File: config.mk
export PLATFORM = sky130hd
export DESIGN_NAME = yuv_rgba_pipe
export DESIGN_NICKNAME = d
export VERILOG_FILES = /design/src/rtl/yuvpix_pkg.sv /design/src/rtl/yuv_pipe_ctrl.sv /design/src/rtl/yuv_front.sv /design/src/rtl/yuv_chan_mac.sv /design/src/rtl/yuv_rgba_pipe.sv
export SDC_FILE = /design/constraint.sdc
export NUM_CORES = 1
export LEC_CHECK = 0
export CORE_MARGIN = 5
export CORE_UTILIZATION = 45
export DETAILED_ROUTE_END_ITERATION = 8
export SLEW_MARGIN = 20
export SYNTH_ARGS = -nofsm -noshare
export SYNTH_HDL_FRONTEND = slang
export SYNTH_HIERARCHICAL = 1
export SYNTH_SLANG_ARGS = --single-unit
File: constraint.sdc
create_clock -name clk -period 11.9 [get_ports clk]
set_input_delay 1.785 -clock clk [delete_from_list [all_inputs] [get_ports clk]]
set_output_delay 1.785 -clock clk [all_outputs]
set_load 0.01 [all_outputs]
File: src/rtl/yuvpix_pkg.sv
package yuvpix_pkg;
  localparam int PIX_W      = 8;
  localparam int FRAC_W     = 8;
  localparam int ACC_W      = 20;
  localparam int CHROMA_MID = 128;
  localparam int NCH        = 3;

  typedef logic signed [PIX_W:0]   chroma_t;
  typedef logic signed [ACC_W-1:0] acc_t;

  // Chroma weight per channel (0 = red, 1 = green, 2 = blue).
  function automatic int weight_u(input int ch);
    case (ch)
      1:       return -88;
      2:       return 454;
      default: return 0;
    endcase
  endfunction

  function automatic int weight_v(input int ch);
    case (ch)
      0:       return 358;
      1:       return -183;
      default: return 0;
    endcase
  endfunction

  // Re-centre an unsigned chroma sample about the mid code.
  function automatic chroma_t center(input logic [PIX_W-1:0] x);
    chroma_t ext;
    ext = $signed({1'b0, x});
    return ext - chroma_t'(CHROMA_MID);
  endfunction

  // Luma term: sample scaled by 2^FRAC_W, zero-extended into the accumulator.
  function automatic acc_t luma_term(input logic [PIX_W-1:0] y);
    acc_t t;
    t = '0;
    t[FRAC_W +: PIX_W] = y;
    return t;
  endfunction

  // Weighted chroma term.
  function automatic acc_t chroma_term(input int w, input chroma_t d);
    acc_t ww;
    acc_t dw;
    ww = acc_t'(w);
    dw = acc_t'(d);
    return ww * dw;
  endfunction

  // Arithmetic shift and wrap-around truncation to one byte.
  function automatic logic [PIX_W-1:0] wrap_byte(input acc_t s);
    acc_t sh;
    sh = s >>> FRAC_W;
    return sh[PIX_W-1:0];
  endfunction
endpackage

File: src/rtl/yuv_pipe_ctrl.sv
module yuv_pipe_ctrl #(
  parameter int DEPTH = 3
) (
  input  logic             clk,
  input  logic             rst_n,
  input  logic             in_valid,
  input  logic             out_ready,
  output logic             adv,
  output logic [DEPTH-1:0] stage_vld
);
  // Whole pipe moves together; it freezes only when the last stage is
  // holding a pixel the consumer refuses.
  assign adv = !stage_vld[DEPTH-1] || out_ready;

  always_ff @(posedge clk or negedge rst_n) begin
    if (!rst_n)   stage_vld[0] <= 1'b0;
    else if (adv) stage_vld[0] <= in_valid;
  end

  for (genvar s = 1; s < DEPTH; s++) begin : g_vld
    always_ff @(posedge clk or negedge rst_n) begin
      if (!rst_n)   stage_vld[s] <= 1'b0;
      else if (adv) stage_vld[s] <= stage_vld[s-1];
    end
  end
endmodule

File: src/rtl/yuv_front.sv
module yuv_front
  import yuvpix_pkg::*;
#(
  parameter int PW = PIX_W
) (
  input  logic          clk,
  input  logic          rst_n,
  input  logic          adv,
  input  logic [PW-1:0] y_in,
  input  logic [PW-1:0] u_in,
  input  logic [PW-1:0] v_in,
  output logic [PW-1:0] y_q,
  output chroma_t       u_c,
  output chroma_t       v_c
);
  always_ff @(posedge clk or negedge rst_n) begin
    if (!rst_n) begin
      y_q <= '0;
      u_c <= '0;
      v_c <= '0;
    end else if (adv) begin
      y_q <= y_in;
      u_c <= center(u_in);
      v_c <= center(v_in);
    end
  end
endmodule

File: src/rtl/yuv_chan_mac.sv
module yuv_chan_mac
  import yuvpix_pkg::*;
#(
  parameter int PW = PIX_W,
  parameter int WU = 0,
  parameter int WV = 0
) (
  input  logic          clk,
  input  logic          rst_n,
  input  logic          adv,
  input  logic [PW-1:0] y_q,
  input  chroma_t       u_c,
  input  chroma_t       v_c,
  output logic [PW-1:0] chan_byte
);
  acc_t lt_q, pu_q, pv_q;
  acc_t sum_w;

  // Product stage.
  always_ff @(posedge clk or negedge rst_n) begin
    if (!rst_n) begin
      lt_q <= '0;
      pu_q <= '0;
      pv_q <= '0;
    end else if (adv) begin
      lt_q <= luma_term(y_q);
      pu_q <= chroma_term(WU, u_c);
      pv_q <= chroma_term(WV, v_c);
    end
  end

  assign sum_w = lt_q + pu_q + pv_q;

  // Accumulate, shift, truncate stage.
  always_ff @(posedge clk or negedge rst_n) begin
    if (!rst_n)   chan_byte <= '0;
    else if (adv) chan_byte <= wrap_byte(sum_w);
  end
endmodule

File: src/rtl/yuv_rgba_pipe.sv
module yuv_rgba_pipe
  import yuvpix_pkg::*;
#(
  parameter int PW    = PIX_W,
  parameter int DEPTH = 3
) (
  input  logic            clk,
  input  logic            rst_n,
  input  logic            in_valid,
  output logic            in_ready,
  input  logic [PW-1:0]   in_y,
  input  logic [PW-1:0]   in_u,
  input  logic [PW-1:0]   in_v,
  output logic            out_valid,
  input  logic            out_ready,
  output logic [4*PW-1:0] out_pixel
);
  localparam int NBYTE = 4;

  logic             pipe_adv;
  logic [DEPTH-1:0] stage_vld;
  logic [PW-1:0]    y_q;
  chroma_t          u_c, v_c;
  logic [PW-1:0]    ch_byte [NCH];

  yuv_pipe_ctrl #(.DEPTH(DEPTH)) u_ctrl (
    .clk       (clk),
    .rst_n     (rst_n),
    .in_valid  (in_valid),
    .out_ready (out_ready),
    .adv       (pipe_adv),
    .stage_vld (stage_vld)
  );

  yuv_front #(.PW(PW)) u_front (
    .clk   (clk),
    .rst_n (rst_n),
    .adv   (pipe_adv),
    .y_in  (in_y),
    .u_in  (in_u),
    .v_in  (in_v),
    .y_q   (y_q),
    .u_c   (u_c),
    .v_c   (v_c)
  );

  for (genvar c = 0; c < NCH; c++) begin : g_chan
    yuv_chan_mac #(
      .PW (PW),
      .WU (weight_u(c)),
      .WV (weight_v(c))
    ) u_mac (
      .clk       (clk),
      .rst_n     (rst_n),
      .adv       (pipe_adv),
      .y_q       (y_q),
      .u_c       (u_c),
      .v_c       (v_c),
      .chan_byte (ch_byte[c])
    );
    assign out_pixel[c*PW +: PW] = ch_byte[c];
  end

  for (genvar a = NCH; a < NBYTE; a++) begin : g_alpha
    assign out_pixel[a*PW +: PW] = '0;
  end

  assign in_ready  = pipe_adv;
  assign out_valid = stage_vld[DEPTH-1];
endmodule

==> flow_summary.html, run 1 <==
<table>
<tr><th>Metric</th><th>Value</th></tr>
<tr><th colspan="2">Yosys</th></tr>
<tr><td>Post-synthesis share of cell area spent on xor and xnor gates</td><td>4.86%</td></tr>
<tr><td>Seq cells post-synth</td><td>117</td></tr>
<tr><td>Mapped Avg Cell Area</td><td>11.0 um2</td></tr>
<tr><td>Top_reg_cell synth</td><td>sky130_fd_sc_hd__dfrtp_1</td></tr>
<tr><td>Number of enable flip-flop cells after synthesis</td><td>0</td></tr>
<tr><td>Adder-cell share of the synthesized area</td><td>34.8%</td></tr>
<tr><td>Fraction of the mapped netlist area in simple logic gates</td><td>6.18%</td></tr>
<tr><td>Compound-gate portion of the synthesized area</td><td>9.65%</td></tr>
<tr><td>Share of flip-flops with an asynchronous set or reset</td><td>100%</td></tr>
<tr><td>Fraction of the yosys area taken by sequential cells</td><td>27.7%</td></tr>
<tr><td>Area fraction of the dominant cell type after synthesis</td><td>27.7%</td></tr>
<tr><td>Most instantiated library cell after synthesis</td><td>sky130_fd_sc_hd__ha_1</td></tr>
<tr><td>Leading post-synthesis cells by instance count</td><td>sky130_fd_sc_hd__ha_1, sky130_fd_sc_hd__inv_1, sky130_fd_sc_hd__dfrtp_1</td></tr>
<tr><td>Count of distinct cell types in the synthesized netlist</td><td>72</td></tr>
<tr><td>Largest family of logic cells by synthesized area</td><td>adder cells</td></tr>
<tr><td>Synth warnings</td><td>6</td></tr>
<tr><td>Dominant cells by area after synthesis</td><td>sky130_fd_sc_hd__dfrtp_1, sky130_fd_sc_hd__ha_1, sky130_fd_sc_hd__fa_1, sky130_fd_sc_hd__mux2_2, sky130_fd_sc_hd__inv_1</td></tr>
<tr><td>Cell area after technology mapping</td><td>10600 um2</td></tr>
<tr><td>Post-synthesis instance total</td><td>959</td></tr>
<tr><td>Library cell with the largest summed area after synthesis</td><td>sky130_fd_sc_hd__dfrtp_1</td></tr>
<tr><td>Post-synthesis mux area share</td><td>9.47%</td></tr>
<tr><th colspan="2">Drt</th></tr>
<tr><td>Detail-routed via count per cell</td><td>5.00</td></tr>
<tr><td>Total number of vias</td><td>6710</td></tr>
<tr><td>Detailed Routing Iterations Pass 1</td><td>6</td></tr>
<tr><td>Violation count after the first detailed-routing iteration</td><td>321</td></tr>
<tr><td>Post-route DRC violation count</td><td>0</td></tr>
<tr><td>Post-route ant nets</td><td>0</td></tr>
<tr><td>WL/cell</td><td>14.6 um</td></tr>
<tr><td>Total Routed Length</td><td>19600 um</td></tr>
<tr><th colspan="2">Place</th></tr>
<tr><td>Gpl congestion</td><td>0.797</td></tr>
<tr><td>Count of input and output buffers</td><td>53</td></tr>
<tr><td>Total half-perimeter wirelength after legalization and detailed placement</td><td>15000 um</td></tr>
<tr><td>Placed Cells</td><td>1312</td></tr>
<tr><th colspan="2">Floorplan</th></tr>
<tr><td>I/O pin count</td><td>62</td></tr>
<tr><td>Area of the core region</td><td>23300 um2</td></tr>
<tr><td>Die H</td><td>163 um</td></tr>
<tr><td>Area of the die</td><td>26600 um2</td></tr>
<tr><td># rows</td><td>56</td></tr>
<tr><td>Effective utilization at floorplan</td><td>45.4%</td></tr>
<tr><td>Overall die width</td><td>163 um</td></tr>
<tr><th colspan="2">Clocking</th></tr>
<tr><td>Level count of the clock H-tree</td><td>4</td></tr>
<tr><td>Clk pin slew, worst setup/hold paths</td><td>0.06 ns</td></tr>
<tr><td>Insertion delay to the later sink of the worst-skew pair</td><td>0.42 ns</td></tr>
<tr><td>Maximum count of clock buffers along a single path</td><td>2</td></tr>
<tr><td>Clock Sinks</td><td>117</td></tr>
<tr><td>Post-CTS setup buffers</td><td>0</td></tr>
<tr><td>Number of buffers created by CTS</td><td>17</td></tr>
<tr><td>Post-CTS Hold Fix Bufs</td><td>0</td></tr>
<tr><td>Root Buffer</td><td>sky130_fd_sc_hd__clkbuf_16</td></tr>
<tr><td>Total of cells resized after clock tree synthesis</td><td>0</td></tr>
<tr><td>CTS tree</td><td>done</td></tr>
<tr><th colspan="2">Critical path</th></tr>
<tr><td>CP required</td><td>10.12 ns</td></tr>
<tr><td>Type of the setup path with the least slack</td><td>in2out</td></tr>
<tr><td>Arrival time worst endpoint</td><td>3.39 ns</td></tr>
<tr><td>Maximum fanout count along the critical path</td><td>45</td></tr>
<tr><td>Critical path launch point type</td><td>input port</td></tr>
<tr><td>Setup crit end kind</td><td>output pin</td></tr>
<tr><th colspan="2">STA</th></tr>
<tr><td>Total count of hold-check failures in the final report</td><td>0</td></tr>
<tr><td>Upper clock frequency limit</td><td>0.193 GHz</td></tr>
<tr><td>Pins Over Slew Limit</td><td>0</td></tr>
<tr><td>Max Clock Skew</td><td>0.00772 ns</td></tr>
<tr><td>Setup-violating endpoint count in the final report</td><td>0</td></tr>
<tr><td>Unrepaired setup endpoints after global routing</td><td>no</td></tr>
<tr><td>Final critical path time including I/O delays and setup</td><td>5.17 ns</td></tr>
<tr><td>Crit share post-route</td><td>43.4%</td></tr>
<tr><td>Slew at the pin closest to its max-slew limit</td><td>0.876 ns</td></tr>
<tr><td>Worst slew margin</td><td>41.6%</td></tr>
<tr><td>Final sum of negative setup slack</td><td>0 ns</td></tr>
<tr><th colspan="2">Global routing</th></tr>
<tr><td>Antenna violations before repair</td><td>0</td></tr>
<tr><td>Maximum number of pins on one net before global-route repair</td><td>89</td></tr>
<tr><td>Vias in the first global route</td><td>7042</td></tr>
<tr><td>GR Overflow Total</td><td>0</td></tr>
<tr><td>Wire length of the first global-routing pass</td><td>34500 um</td></tr>
<tr><td>Total routing resource utilization after global routing</td><td>16.0%</td></tr>
<tr><th colspan="2">Status</th></tr>
<tr><td>Status</td><td>finished, final reports clean</td></tr>
<tr><th colspan="2">Final layout</th></tr>
<tr><td>Net count, final</td><td>1294</td></tr>
<tr><td>Layout cells sized above 1</td><td>12.7%</td></tr>
<tr><td>Inserted Diodes</td><td>0</td></tr>
<tr><td>Count of placed standard cells in the final layout, fillers left out</td><td>1342</td></tr>
<tr><td>Area growth from synthesis to layout</td><td>13.2%</td></tr>
<tr><th colspan="2">Run</th></tr>
<tr><td>Max-cap violations</td><td>0</td></tr>
<tr><th colspan="2">Hold path</th></tr>
<tr><td>Type of the worst min-delay path</td><td>reg2reg</td></tr>
</table>
logic make-up (layout without fill, tap and decap cells):
logic type | Yosys count | in the layout
adders and majority gates | 254 | 254
and+or+nand+nor | 126 | 126
DFF | 117 | 117
AOI/OAI and AO/OA | 141 | 141
xor gates and xnor gates | 57 | 57
muxes | 82 | 82
other | 1 | 8
buffers and inverters | 181 | 238
flip-flops by register name (all words and copies together), names as in the netlist:
| name | flops |
|---|---|
| g_chan.u_mac/chan_byte | 24 |
| g_chan.u_mac/lt_q | 24 |
| g_chan.u_mac/pu_q | 21 |
| g_chan.u_mac/pv_q | 21 |
| u_ctrl/stage_vld | 3 |
| u_front/u_c | 8 |
| u_front/v_c | 8 |
| u_front/y_q | 8 |
final cells by class:
cell class              instances  area (um2)
fillers                      2142       11300
multi-input cells             668        6890
flip-flops and latches        117        2930
inverters                     153         574
repair buffers                 55         547
clock buffers                  20         467
well taps                     319         399
clock inverters                10         148
placed cells by master (no fill, tap or decap), types with 4 or more instances in the layout:
cell type / synthesis / final
sky130_fd_sc_hd__ha_1: 188 / 188
sky130_fd_sc_hd__inv_1: 152 / 152
sky130_fd_sc_hd__dfrtp_1: 117 / 117
sky130_fd_sc_hd__fa_1: 66 / 66
sky130_fd_sc_hd__mux2_2: 59 / 59
sky130_fd_sc_hd__clkdlybuf4s50_1: 0 / 52
sky130_fd_sc_hd__xnor2_1: 44 / 44
sky130_fd_sc_hd__nand2_1: 38 / 38
sky130_fd_sc_hd__a21oi_1: 29 / 29
sky130_fd_sc_hd__o21ai_0: 27 / 27
sky130_fd_sc_hd__nor2_1: 25 / 25
sky130_fd_sc_hd__mux2_4: 21 / 21
sky130_fd_sc_hd__clkbuf_16: 0 / 17
sky130_fd_sc_hd__a21o_1: 17 / 17
sky130_fd_sc_hd__xor2_1: 12 / 12
sky130_fd_sc_hd__conb_1: 1 / 8
sky130_fd_sc_hd__or3_1: 8 / 8
sky130_fd_sc_hd__nand3_1: 8 / 8
sky130_fd_sc_hd__nor3_1: 8 / 8
sky130_fd_sc_hd__a211oi_1: 7 / 7
sky130_fd_sc_hd__a31oi_1: 7 / 7
sky130_fd_sc_hd__o211ai_1: 7 / 7
sky130_fd_sc_hd__nor2b_1: 6 / 6
sky130_fd_sc_hd__o31ai_1: 6 / 6
sky130_fd_sc_hd__nand3b_1: 6 / 6
sky130_fd_sc_hd__o21bai_1: 5 / 5
sky130_fd_sc_hd__nand4b_1: 4 / 4
sky130_fd_sc_hd__nand4_1: 4 / 4
sky130_fd_sc_hd__o21a_1: 4 / 4
worst max-delay path, cell delays in order:
cell and delay [ns]:
sky130_fd_sc_hd__clkdlybuf4s50_1 0.46, sky130_fd_sc_hd__nand2b_4 0.49, sky130_fd_sc_hd__clkdlybuf4s50_1 0.65
stage by stage:
step                      hold WS (ns)  util (%)  worst slack [ns]  area (um2)
final                            0.467      51.4              6.73       11900
after global routing             0.499      51.4              6.65       11900
after CTS                        0.479      51.3              6.71       11900
after detailed placement         0.464      48.7              6.71       11300
after global placement           0.447      48.7              6.72       11300
after floorplan                  0.432         -              7.68       10600
path summary, 6_finish.rpt:
| kind | start | to | slack [ns] | depth (start not counted) |
|---|---|---|---|---|
| max reg2reg | u_front/v_c[1] | g_chan[1].u_mac/pv_q[15] | 7.26 | 13 |
| min | u_ctrl/stage_vld[1] | u_ctrl/stage_vld[2] | 0.47 | 1 |
| min reg2reg | u_ctrl/stage_vld[1] | u_ctrl/stage_vld[2] | 0.47 | 1 |
| min in group asynchronous | rst_n | g_chan[2].u_mac/chan_byte[6] | 1.41 | 1 |
| max | out_ready | in_ready | 6.73 | 3 |
| max in group asynchronous | rst_n | g_chan[1].u_mac/pu_q[11] | 9.16 | 2 |
per-layer routing:
metal	GRT usage [%]	up-vias	wire length, um
li1	-	3378	-
met1	23.2	3223	9950
met2	24.9	86	8830
met3	2.80	23	511
met4	4.19	0	265
met5	0	-	0
Power of run 1 is not shown: default switching activity piles up to over one toggle a cycle in this logic, so the estimate is an artifact.
==> run 2: changes to the inputs <==
==> constraint.sdc (replaced) <==
create_clock -name clk -period 5.3 [get_ports clk]
set_input_delay 0.795 -clock clk [delete_from_list [all_inputs] [get_ports clk]]
set_output_delay 0.795 -clock clk [all_outputs]
set_load 0.01 [all_outputs]
==> run 2 against run 1 <==
  * Count of clock-buffer cells in the layout down 3
  * Setup slack lost 6.1 ns
  * Final area is 0.34% higher
  * Core utilization is 0.18 points higher
  * Via count rose by 1.7%
  * Wire length rose by 3.9%
  * Global-route usage rose by 0.71 points
  * Largest cell class unchanged
==> flow_summary.html, run 2 (same netlist as run 1, synthesis figures left out) <==
<table>
<tr><th>Metric</th><th>Value</th></tr>
<tr><th colspan="2">Floorplan</th></tr>
<tr><td># rows</td><td>56 (unchanged)</td></tr>
<tr><td>Overall die width</td><td>163 um (unchanged)</td></tr>
<tr><td>Effective utilization at floorplan</td><td>45.4% (unchanged)</td></tr>
<tr><td>Area of the die</td><td>26600 um2 (unchanged)</td></tr>
<tr><td>Die H</td><td>163 um (unchanged)</td></tr>
<tr><td>Area of the core region</td><td>23300 um2 (unchanged)</td></tr>
<tr><td>I/O pin count</td><td>62 (unchanged)</td></tr>
<tr><th colspan="2">Drt</th></tr>
<tr><td>WL/cell</td><td>15.1 um (+3.4%)</td></tr>
<tr><td>Total Routed Length</td><td>20300 um (+3.9%)</td></tr>
<tr><td>Detailed Routing Iterations Pass 1</td><td>4 (-2)</td></tr>
<tr><td>Post-route DRC violation count</td><td>0 (unchanged)</td></tr>
<tr><td>Total number of vias</td><td>6827 (+1.7%)</td></tr>
<tr><td>Post-route ant nets</td><td>0 (unchanged)</td></tr>
<tr><td>Violation count after the first detailed-routing iteration</td><td>331 (+3.1%)</td></tr>
<tr><td>Detail-routed via count per cell</td><td>5.06 (+1.3%)</td></tr>
<tr><th colspan="2">Critical path</th></tr>
<tr><td>Maximum fanout count along the critical path</td><td>9 (-80%)</td></tr>
<tr><td>Reg2Reg Launch Point</td><td>u_front/v_c[1]</td></tr>
<tr><td>Critical path launch point type</td><td>flop</td></tr>
<tr><td>Setup crit end kind</td><td>flop</td></tr>
<tr><td>Type of the setup path with the least slack</td><td>reg2reg</td></tr>
<tr><td>CP required</td><td>5.56 ns (-4.56 ns)</td></tr>
<tr><td>Register-to-register setup slack</td><td>0.61 ns (-6.65 ns)</td></tr>
<tr><td>Depth of the worst register-to-register path</td><td>13 (unchanged)</td></tr>
<tr><td>Arrival time worst endpoint</td><td>4.95 ns (+1.56 ns)</td></tr>
<tr><td>Endpoint of the worst register-to-register path</td><td>g_chan[1].u_mac/pv_q[15]</td></tr>
<tr><th colspan="2">Final layout</th></tr>
<tr><td>Largest registers</td><td>g_chan.u_mac/chan_byte (24), g_chan.u_mac/lt_q (24)</td></tr>
<tr><td>Storage cell area</td><td>2930 um2 (unchanged)</td></tr>
<tr><td>Most used cells in the layout excluding fill and tap cells</td><td>sky130_fd_sc_hd__ha_1, sky130_fd_sc_hd__inv_1, sky130_fd_sc_hd__dfrtp_1</td></tr>
<tr><td>End-of-flow core utilization</td><td>51.5% (+0.18 points)</td></tr>
<tr><td>Multi-input logic area</td><td>6890 um2 (unchanged)</td></tr>
<tr><td>Net count, final</td><td>1298 (+0.31%)</td></tr>
<tr><td>Layout filler cell count</td><td>2170 (+1.3%)</td></tr>
<tr><td>Inserted Diodes</td><td>0 (unchanged)</td></tr>
<tr><td>Area growth from synthesis to layout</td><td>13.6%</td></tr>
<tr><td>Layout cells sized above 1</td><td>13.2% (+0.51 points)</td></tr>
<tr><td>Most frequent standard cell in the layout excluding fill and tap cells</td><td>sky130_fd_sc_hd__ha_1</td></tr>
<tr><th colspan="2">Place</th></tr>
<tr><td>Total half-perimeter wirelength after legalization and detailed placement</td><td>15900 um (+5.8%)</td></tr>
<tr><td>Gpl congestion</td><td>0.826 (+3.6%)</td></tr>
<tr><td>Count of input and output buffers</td><td>53 (unchanged)</td></tr>
<tr><th colspan="2">STA</th></tr>
<tr><td>Final critical path time including I/O delays and setup</td><td>4.69 ns</td></tr>
<tr><td>Max Clock Skew</td><td>0.0132 ns (+0.00548 ns)</td></tr>
<tr><td>Final sum of negative setup slack</td><td>0 ns (unchanged)</td></tr>
<tr><td>Pins Over Slew Limit</td><td>0 (unchanged)</td></tr>
<tr><td>Upper clock frequency limit</td><td>0.213 GHz</td></tr>
<tr><td>Unrepaired setup endpoints after global routing</td><td>no</td></tr>
<tr><td>Total count of hold-check failures in the final report</td><td>0 (unchanged)</td></tr>
<tr><td>Setup-violating endpoint count in the final report</td><td>0 (unchanged)</td></tr>
<tr><td>Slew at the pin closest to its max-slew limit</td><td>0.769 ns (-0.107 ns)</td></tr>
<tr><td>Worst slew margin</td><td>48.8% (+7.1 points)</td></tr>
<tr><td>Crit share post-route</td><td>88.6%</td></tr>
<tr><th colspan="2">Global routing</th></tr>
<tr><td>Vias in the first global route</td><td>7072 (+0.43%)</td></tr>
<tr><td>Wire length of the first global-routing pass</td><td>35500 um (+2.9%)</td></tr>
<tr><td>GR Overflow Total</td><td>0 (unchanged)</td></tr>
<tr><td>Antenna violations before repair</td><td>0 (unchanged)</td></tr>
<tr><td>Total routing resource utilization after global routing</td><td>16.7% (+0.71 points)</td></tr>
<tr><td>Maximum number of pins on one net before global-route repair</td><td>60 (-33%)</td></tr>
<tr><th colspan="2">Clocking</th></tr>
<tr><td>Clock Sinks</td><td>117 (unchanged)</td></tr>
<tr><td>Level count of the clock H-tree</td><td>4 (unchanged)</td></tr>
<tr><td>Root Buffer</td><td>sky130_fd_sc_hd__clkbuf_16</td></tr>
<tr><td>Number of buffers created by CTS</td><td>17 (unchanged)</td></tr>
<tr><td>Maximum count of clock buffers along a single path</td><td>2 (unchanged)</td></tr>
<tr><td>Post-CTS Hold Fix Bufs</td><td>0 (unchanged)</td></tr>
<tr><td>Insertion delay to the later sink of the worst-skew pair</td><td>0.42 ns (about the same)</td></tr>
<tr><td>CTS tree</td><td>done</td></tr>
<tr><td>Total of cells resized after clock tree synthesis</td><td>0 (unchanged)</td></tr>
<tr><td>Clk pin slew, worst setup/hold paths</td><td>0.06 ns (about the same)</td></tr>
<tr><td>Post-CTS setup buffers</td><td>0 (unchanged)</td></tr>
<tr><th colspan="2">Status</th></tr>
<tr><td>Status</td><td>finished, final reports clean</td></tr>
<tr><th colspan="2">Hold path</th></tr>
<tr><td>Type of the worst min-delay path</td><td>in2async</td></tr>
<tr><th colspan="2">Run</th></tr>
<tr><td>Max-cap violations</td><td>0 (unchanged)</td></tr>
</table>
-- run 2: cell count changes in the layout (fill, tap and decap cells not counted) --
cell / delta
sky130_fd_sc_hd__clkbuf_8: -3
sky130_fd_sc_hd__buf_4: +5
sky130_fd_sc_hd__clkinvlp_4: -2
sky130_fd_sc_hd__buf_6: -1
sky130_fd_sc_hd__inv_8: +4
sky130_fd_sc_hd__inv_6: +4
sky130_fd_sc_hd__clkinv_4: -1
-- run 2: layout make-up --
cell class	instances	share of cell area, %
timing repair buffer	59	4.78
sequential	117	24.4
clock buffer	17	3.55
inverter	153	4.79
tap	319	3.33
multi-input combinational	668	57.4
clock inverter	15	1.70
-- run 2: critical path, stage by stage (launching register included) --
cell and delay, ns:
sky130_fd_sc_hd__dfrtp_1 0.54, sky130_fd_sc_hd__inv_1 0.16, sky130_fd_sc_hd__fa_1 0.69, sky130_fd_sc_hd__inv_1 0.16, sky130_fd_sc_hd__fa_1 0.54, sky130_fd_sc_hd__fa_1 0.44
sky130_fd_sc_hd__fa_1 0.49, sky130_fd_sc_hd__ha_1 0.33, sky130_fd_sc_hd__ha_1 0.24, sky130_fd_sc_hd__nor4_1 0.29, sky130_fd_sc_hd__o21ai_0 0.17, sky130_fd_sc_hd__a41oi_1 0.27
sky130_fd_sc_hd__xnor2_1 0.15, sky130_fd_sc_hd__a21oi_1 0.08
-- run 2: worst max path at each step --
| stage | endpoint | startpoint | slack, ns |
|---|---|---|---|
| 3_3_place_gp | g_chan[1].u_mac/pv_q[15] | u_front/v_c[0] | 0.81 |
| 2_1_floorplan | g_chan[1].u_mac/pv_q[15] | u_front/v_c[0] | 1.08 |
| 3_5_place_dp | g_chan[1].u_mac/pv_q[15] | u_front/v_c[1] | 0.65 |
| 6_report | g_chan[1].u_mac/pv_q[15] | u_front/v_c[1] | 0.61 |
| 5_1_grt | g_chan[1].u_mac/pv_q[15] | u_front/v_c[1] | 0.45 |
| 4_1_cts | g_chan[1].u_mac/pv_q[15] | u_front/v_c[1] | 0.64 |
-- run 2: through the flow --
step	hold slack, ns	area [um2]	instances	setup WS, ns
after detailed placement	0.467	11400	1316	0.655
final	0.454	12000	1348	0.606
after CTS	0.468	12000	1348	0.640
after global routing	0.499	12000	1348	0.449
after global placement	0.448	11400	1316	0.810
after floorplan	0.432	10600	966	1.08
-- run 2: per-layer routing --
metal	part of all wire, %	vias up	track usage, %
met5	0	-	0
met4	1.2	0	5.03
met3	3.4	18	2.57
met2	46	92	26.2
met1	50	3334	24.0
li1	-	3383	-
Power of run 2 is left out for the same reason.
